File: src/rtl/sdram_cmd_monitor.sv
module sdram_cmd_monitor #(
  parameter int ROW_W     = 13,
  parameter int COL_W     = 9,
  parameter int BANK_W    = 2,
  parameter int AP_BIT    = 10,
  parameter int TRP_CYC   = 3,
  parameter int BURST_CYC = 2
) (
  input  logic              clk,
  input  logic              rst_n,
  input  logic              cke,
  input  logic              cs_n,
  input  logic              ras_n,
  input  logic              cas_n,
  input  logic              we_n,
  input  logic [BANK_W-1:0] ba,
  input  logic [ROW_W-1:0]  addr,
  output logic [3:0]        cmd_o,
  output logic [BANK_W-1:0] bank_o,
  output logic [ROW_W-1:0]  row_o,
  output logic [COL_W-1:0]  col_o,
  output logic              ap_o,
  output logic              mr_wr_o,
  output logic              mr_ext_o,
  output logic              viol_o,
  output logic [2:0]        viol_code_o,
  output logic [(1<<BANK_W)-1:0] bank_active_o
);
  localparam int NB = 1 << BANK_W;
  localparam int TW = $clog2(TRP_CYC + 1);
  localparam int BW = $clog2(BURST_CYC + 1);

  localparam logic [3:0] C_NOP = 4'd0, C_ACT = 4'd1, C_RD = 4'd2, C_WR = 4'd3, C_BST = 4'd4,
                         C_PRE = 4'd5, C_PREA = 4'd6, C_AREF = 4'd7, C_SREF = 4'd8, C_LMR = 4'd9;
  localparam logic [1:0] S_IDLE = 2'd0, S_OPEN = 2'd1, S_PRE = 2'd2;

  logic [1:0]       st   [NB];
  logic [ROW_W-1:0] rowq [NB];
  logic [TW-1:0]    tcnt [NB];

  logic              b_live, b_rd, b_ap;
  logic [BANK_W-1:0] b_bank;
  logic [BW-1:0]     b_cnt;

  logic [3:0] dcmd;
  logic [2:0] code;

  always_comb begin
    dcmd = C_NOP;
    if (!cs_n) begin
      unique case ({ras_n, cas_n, we_n})
        3'b111: dcmd = C_NOP;
        3'b011: dcmd = C_ACT;
        3'b101: dcmd = C_RD;
        3'b100: dcmd = C_WR;
        3'b110: dcmd = C_BST;
        3'b010: dcmd = addr[AP_BIT] ? C_PREA : C_PRE;
        3'b001: dcmd = cke ? C_AREF : C_SREF;
        default: dcmd = C_LMR;
      endcase
    end
  end

  wire bank_ready = (st[ba] == S_IDLE) || (st[ba] == S_PRE && tcnt[ba] == TW'(1));
  wire bank_open  = (st[ba] == S_OPEN) && !(b_live && b_ap && b_bank == ba);
  wire bst_ok     = b_live && b_rd && !b_ap;

  always_comb begin
    code = 3'd0;
    if (!cke && dcmd != C_NOP && dcmd != C_SREF) code = 3'd4;
    else begin
      unique case (dcmd)
        C_ACT:       if (!bank_ready) code = 3'd2;
        C_RD, C_WR:  if (!bank_open)  code = 3'd1;
        C_BST:       if (!bst_ok)     code = 3'd3;
        C_LMR:       if (ba[0])       code = 3'd5;
        default:     code = 3'd0;
      endcase
    end
  end

  always_ff @(posedge clk) begin
    if (!rst_n) begin
      for (int i = 0; i < NB; i++) begin
        st[i]   <= S_IDLE;
        rowq[i] <= '0;
        tcnt[i] <= '0;
      end
      b_live <= 1'b0; b_rd <= 1'b0; b_ap <= 1'b0; b_bank <= '0; b_cnt <= '0;
      cmd_o <= C_NOP; bank_o <= '0; row_o <= '0; col_o <= '0;
      ap_o <= 1'b0; mr_wr_o <= 1'b0; mr_ext_o <= 1'b0;
      viol_o <= 1'b0; viol_code_o <= 3'd0;
    end else begin
      for (int i = 0; i < NB; i++)
        if (st[i] == S_PRE) begin
          tcnt[i] <= tcnt[i] - TW'(1);
          if (tcnt[i] == TW'(1)) st[i] <= S_IDLE;
        end

      if (b_live) begin
        b_cnt <= b_cnt - BW'(1);
        if (b_cnt == BW'(1)) begin
          b_live <= 1'b0;
          if (b_ap) begin
            st[b_bank]   <= S_PRE;
            tcnt[b_bank] <= TW'(TRP_CYC);
          end
        end
      end

      if (code == 3'd0) begin
        unique case (dcmd)
          C_ACT: begin
            st[ba]   <= S_OPEN;
            rowq[ba] <= addr;
          end
          C_RD, C_WR: begin
            if (b_live && b_ap) begin
              st[b_bank]   <= S_PRE;
              tcnt[b_bank] <= TW'(TRP_CYC);
            end
            b_live <= 1'b1;
            b_rd   <= (dcmd == C_RD);
            b_ap   <= addr[AP_BIT];
            b_bank <= ba;
            b_cnt  <= BW'(BURST_CYC);
          end
          C_BST: b_live <= 1'b0;
          C_PRE: begin
            if (st[ba] == S_OPEN) begin
              st[ba]   <= S_PRE;
              tcnt[ba] <= TW'(TRP_CYC);
            end
            if (b_bank == ba) b_live <= 1'b0;
          end
          C_PREA: begin
            for (int i = 0; i < NB; i++)
              if (st[i] == S_OPEN) begin
                st[i]   <= S_PRE;
                tcnt[i] <= TW'(TRP_CYC);
              end
            b_live <= 1'b0;
          end
          default: ;
        endcase
      end

      cmd_o       <= dcmd;
      bank_o      <= ba;
      row_o       <= (dcmd == C_RD || dcmd == C_WR) ? rowq[ba] : addr;
      col_o       <= addr[COL_W-1:0];
      ap_o        <= (dcmd == C_RD || dcmd == C_WR) && addr[AP_BIT];
      mr_wr_o     <= (dcmd == C_LMR) && (code == 3'd0);
      mr_ext_o    <= (dcmd == C_LMR) && ba[1];
      viol_o      <= (code != 3'd0);
      viol_code_o <= code;
    end
  end

  always_comb
    for (int i = 0; i < NB; i++) bank_active_o[i] = (st[i] == S_OPEN);

  assert_nop_clean_R1: assert property (@(posedge clk) disable iff (!rst_n)
    (cmd_o == C_NOP) |-> !viol_o);

  assert_act_opens_R2: assert property (@(posedge clk) disable iff (!rst_n)
    (cmd_o == C_ACT && !viol_o) |-> bank_active_o[bank_o]);

  assert_ap_only_rw_R3: assert property (@(posedge clk) disable iff (!rst_n)
    ap_o |-> (cmd_o == C_RD || cmd_o == C_WR));

  assert_rw_on_open_R4: assert property (@(posedge clk) disable iff (!rst_n)
    ((cmd_o == C_RD || cmd_o == C_WR) && !viol_o) |-> (b_live && b_bank == bank_o));

  assert_preall_closes_R6: assert property (@(posedge clk) disable iff (!rst_n)
    (cmd_o == C_PREA && !viol_o) |-> (bank_active_o == '0));

  assert_mr_strobe_R12: assert property (@(posedge clk) disable iff (!rst_n)
    mr_wr_o |-> (cmd_o == C_LMR && !viol_o && !bank_o[0]));
endmodule

File: config.mk
export PLATFORM = sky130hd
export DESIGN_NAME = sdram_cmd_monitor
export DESIGN_NICKNAME = d
export VERILOG_FILES = /design/src/rtl/sdram_cmd_monitor.sv
export SDC_FILE = /design/constraint.sdc
export NUM_CORES = 1
export LEC_CHECK = 0
export BUFFER_PORTS_ARGS = -buffer_cell sky130_fd_sc_hd__buf_2
export CORE_MARGIN = 8
export CORE_UTILIZATION = 45
export CTS_CLUSTER_DIAMETER = 50
export CTS_CLUSTER_SIZE = 12
export DETAILED_ROUTE_END_ITERATION = 10
export PLACE_DENSITY = 0.69
export SKIP_CTS_REPAIR_TIMING = 1
export SLEW_MARGIN = 25
export SYNTH_ARGS = -nofsm -noshare
export SYNTH_HDL_FRONTEND = slang
export SYNTH_SLANG_ARGS = --single-unit
File: constraint.sdc
create_clock -name clk -period 4.5 [get_ports clk]
set_input_delay 0.225 -clock clk [delete_from_list [all_inputs] [get_ports clk]]
set_output_delay 0.225 -clock clk [all_outputs]
set_load 0.005 [all_outputs]
==> results.toml <==
[min_path]
min_path_type = "in2reg"

[placement]
portBuffers = 60
finalWeightedCongestion = 0.852
dp.final_hpwl_mm = 8.02
dp_slack_ns = 0.672
dpl_cell_area_um2 = 5380

[floorplan]
num_rows = 38
io_pins = 61
die_x_um = 121
start_util_pct = 46.1
die-area_um2 = 14700
die_h_um = 121
coreArea_um2 = 10800

[finish]
diodes = 0
fill_cells = 986
areaGrowthSynthToFinish_pct = 12.3
multi_input_area_um2 = 2000
regArea_um2 = 2800
final_nets = 531
postLayoutCellArea_um2 = 5600
layout-drive-gt1-share_pct = 21.2

[worst_setup_path]
critical_path_peak_fanout = 27
slowest_stage = "or4b_4"
path_cells = "buf_2 > mux4_2 > nor2b_2 > nor2_1 > or4b_4 > or2_4 > nor3_2 > nand2b_1"
required_ns = 4.53
worstSetupStartpointType = "input pin"
crit_buf_inv = 1
crit_path_end_kind = "flip-flop"
max_stage_delay_ns = 0.65
crit_type = "in2reg"
critPathArrivalTime_ns = 3.42
cp_top_family = "simple AND/OR/NAND/NOR gates"

[clock_network]
root_buffer = "clkbuf_8"
insertion_delay_ns = 0.39
numCtsBuffers = 9
tritoncts = "yes"
clock_sinks = 110
cts_buffer_depth = 2
htreeDepth = 3
clk_pin_slew_ns = 0.11

[logic_synthesis]
yosysUniqueCellTypes = 56
yosys-top-cells-count = "edfxtp_1, nand2_1, dfxtp_1"
synth-edff-count = 60
syn_area_per_cell_um2 = 11.0
postSynthCellCount = 454
ys_seq_area_share_pct = 56.1
syn_area_um2 = 4990
yosysTopAreaCell = "edfxtp_1"
yosysWarnings = 0
synth_area_leaders = "edfxtp_1, dfxtp_1, mux4_2"
synth_top_flop_cell = "edfxtp_1"
synth_top_area_share_pct = 36.1
ys_ff_latch = 110
synth_nets = 481
synth.most_common_cell = "edfxtp_1"
ys_async_sr_fraction_pct = 0

[pwr]
switchingPower_uw = 510
pwr-share-clk_pct = 32.8
seq_power_share_pct = 57.1
p_leak_nw = 2.31
vdd_drop_max_uv = 166
switching_share_pct = 25.9
p_int_mw = 1.46
p_per_area_nw_per_um2 = 352
p_comb_share_pct = 10.1

[global_route]
grt_pass1_vias = 3672
grt.overflow.total = 0
antenna_found_initial = 0
track_usage_pct = 16.2
grt_max_degree = 28
grt_pass1_wl_mm = 18.6

[detailed_routing]
wire_per_inst_um = 18.1
drtAntennaViolNets = 0
via_per_inst = 5.51
drt_iter0_markers = 230
vias = 3573
routed_wl_mm = 11.7
drc = 0
firstDrtPassIters = 4

[sta]
finalHoldViolations = 0
tightest_slew_ns = 0.948
slew_headroom_pct = 36.6
finalSetupTns_ns = 0
period_share_pct = 75.4
fmax_ghz = 0.295
worst_slack_ns = 1.11
drv_slew = 0
skew_ns = 0.0140
finalCriticalPeriod_ns = 3.40
setup_violations = 0
rsz0062_at_grt = "false"

[run]
max_cap_viol_count = 0

[run_status]
status = "completed"
==> cells in the final DEF (no fill, tap or decap), types with 2 or more instances in the layout <==
cell,Yosys,layout
a21o_1,2,2
a21oi_1,29,29
a22o_1,2,2
a31oi_1,3,3
and2_1,28,28
and3_1,17,17
buf_2,3,60
buf_4,1,4
clkbuf_8,0,9
clkinv_8,0,2
dfxtp_1,50,50
edfxtp_1,60,60
ha_1,5,5
inv_1,17,17
inv_6,0,3
mux2i_1,6,6
mux4_2,16,16
nand2_1,55,55
nand2b_1,5,5
nand3_1,10,10
nand3b_1,2,2
nand4_1,3,3
nor2_1,40,40
nor2_4,2,2
nor2b_1,17,17
nor3_1,6,6
nor3_2,2,2
nor4_1,2,2
nor4bb_1,2,2
o21ai_0,16,14
o21ai_1,0,2
or3_1,2,2
xnor2_1,5,5
xor2_1,3,3
==> registers in the layout, summed over array words and instances, names as in the netlist, 2 cells and up <==
| name | count |
|---|---|
| col_o | 9 |
| rowq | 52 |
| row_o | 13 |
| cmd_o | 4 |
| b_bank | 2 |
| bank_o | 2 |
| st | 8 |
| b_cnt | 2 |
| viol_code_o | 3 |
| tcnt | 8 |
==> cells by family after synthesis <==
kind of cell	after synthesis	synth area share [%]
simple gates	201	21.0
mux	23	8.65
xor+xnor	8	1.40
fa+ha+maj	5	1.25
buf+inv	43	3.71
compound gates	64	7.82
flops	110	56.1
==> per-layer routing <==
| layer | vias up | GRT usage [%] | share of wire, % |
|---|---|---|---|
| met1 | 1743 | 19.9 | 41 |
| met4 | 0 | 7.63 | 2.3 |
| met5 | - | 0 | 0 |
| li1 | 1700 | - | - |
| met3 | 20 | 3.54 | 6.8 |
| met2 | 110 | 26.6 | 50 |
==> path summary, 6_finish.rpt <==
path	to	cells after the start	slack, ns	start
min	mr_ext_o	2	0.09	cs_n
max	rowq[0][11]	8	1.11	ba[0]
max reg2reg	rowq[0][11]	7	1.17	st[2][1]
min reg2reg	b_rd	2	0.52	b_rd
==> per-stage QoR <==
step	hold slack (ns)	std cells	utilization (%)	total power, mW
6_report	0.0851	649	51.7	1.97
5_1_grt	0.0881	649	51.7	2.05
3_5_place_dp	0.478	633	49.6	1.35
2_1_floorplan	0.303	454	-	1.27
4_1_cts	0.0660	649	51.7	1.99
3_3_place_gp	0.477	633	49.6	1.34
==> layout make-up <==
cell class | instances | share of cell area, %
Tap cell | 140 | 3.13
Multi-Input combinational cell | 301 | 35.8
Clock inverter | 7 | 1.79
Sequential cell | 110 | 50.0
Timing Repair Buffer | 64 | 5.89
Clock buffer | 9 | 2.21
Inverter | 18 | 1.21
==> power groups by stage <==
stage	clock network (mW)	registers [mW]	logic, mW
finish	0.647	1.12	0.199
global route	0.702	1.13	0.219
CTS	0.666	1.12	0.201
detailed placement	0	1.15	0.199
global placement	0	1.14	0.194
floorplan	0	1.14	0.133
(Power assumes the default switching activity.)
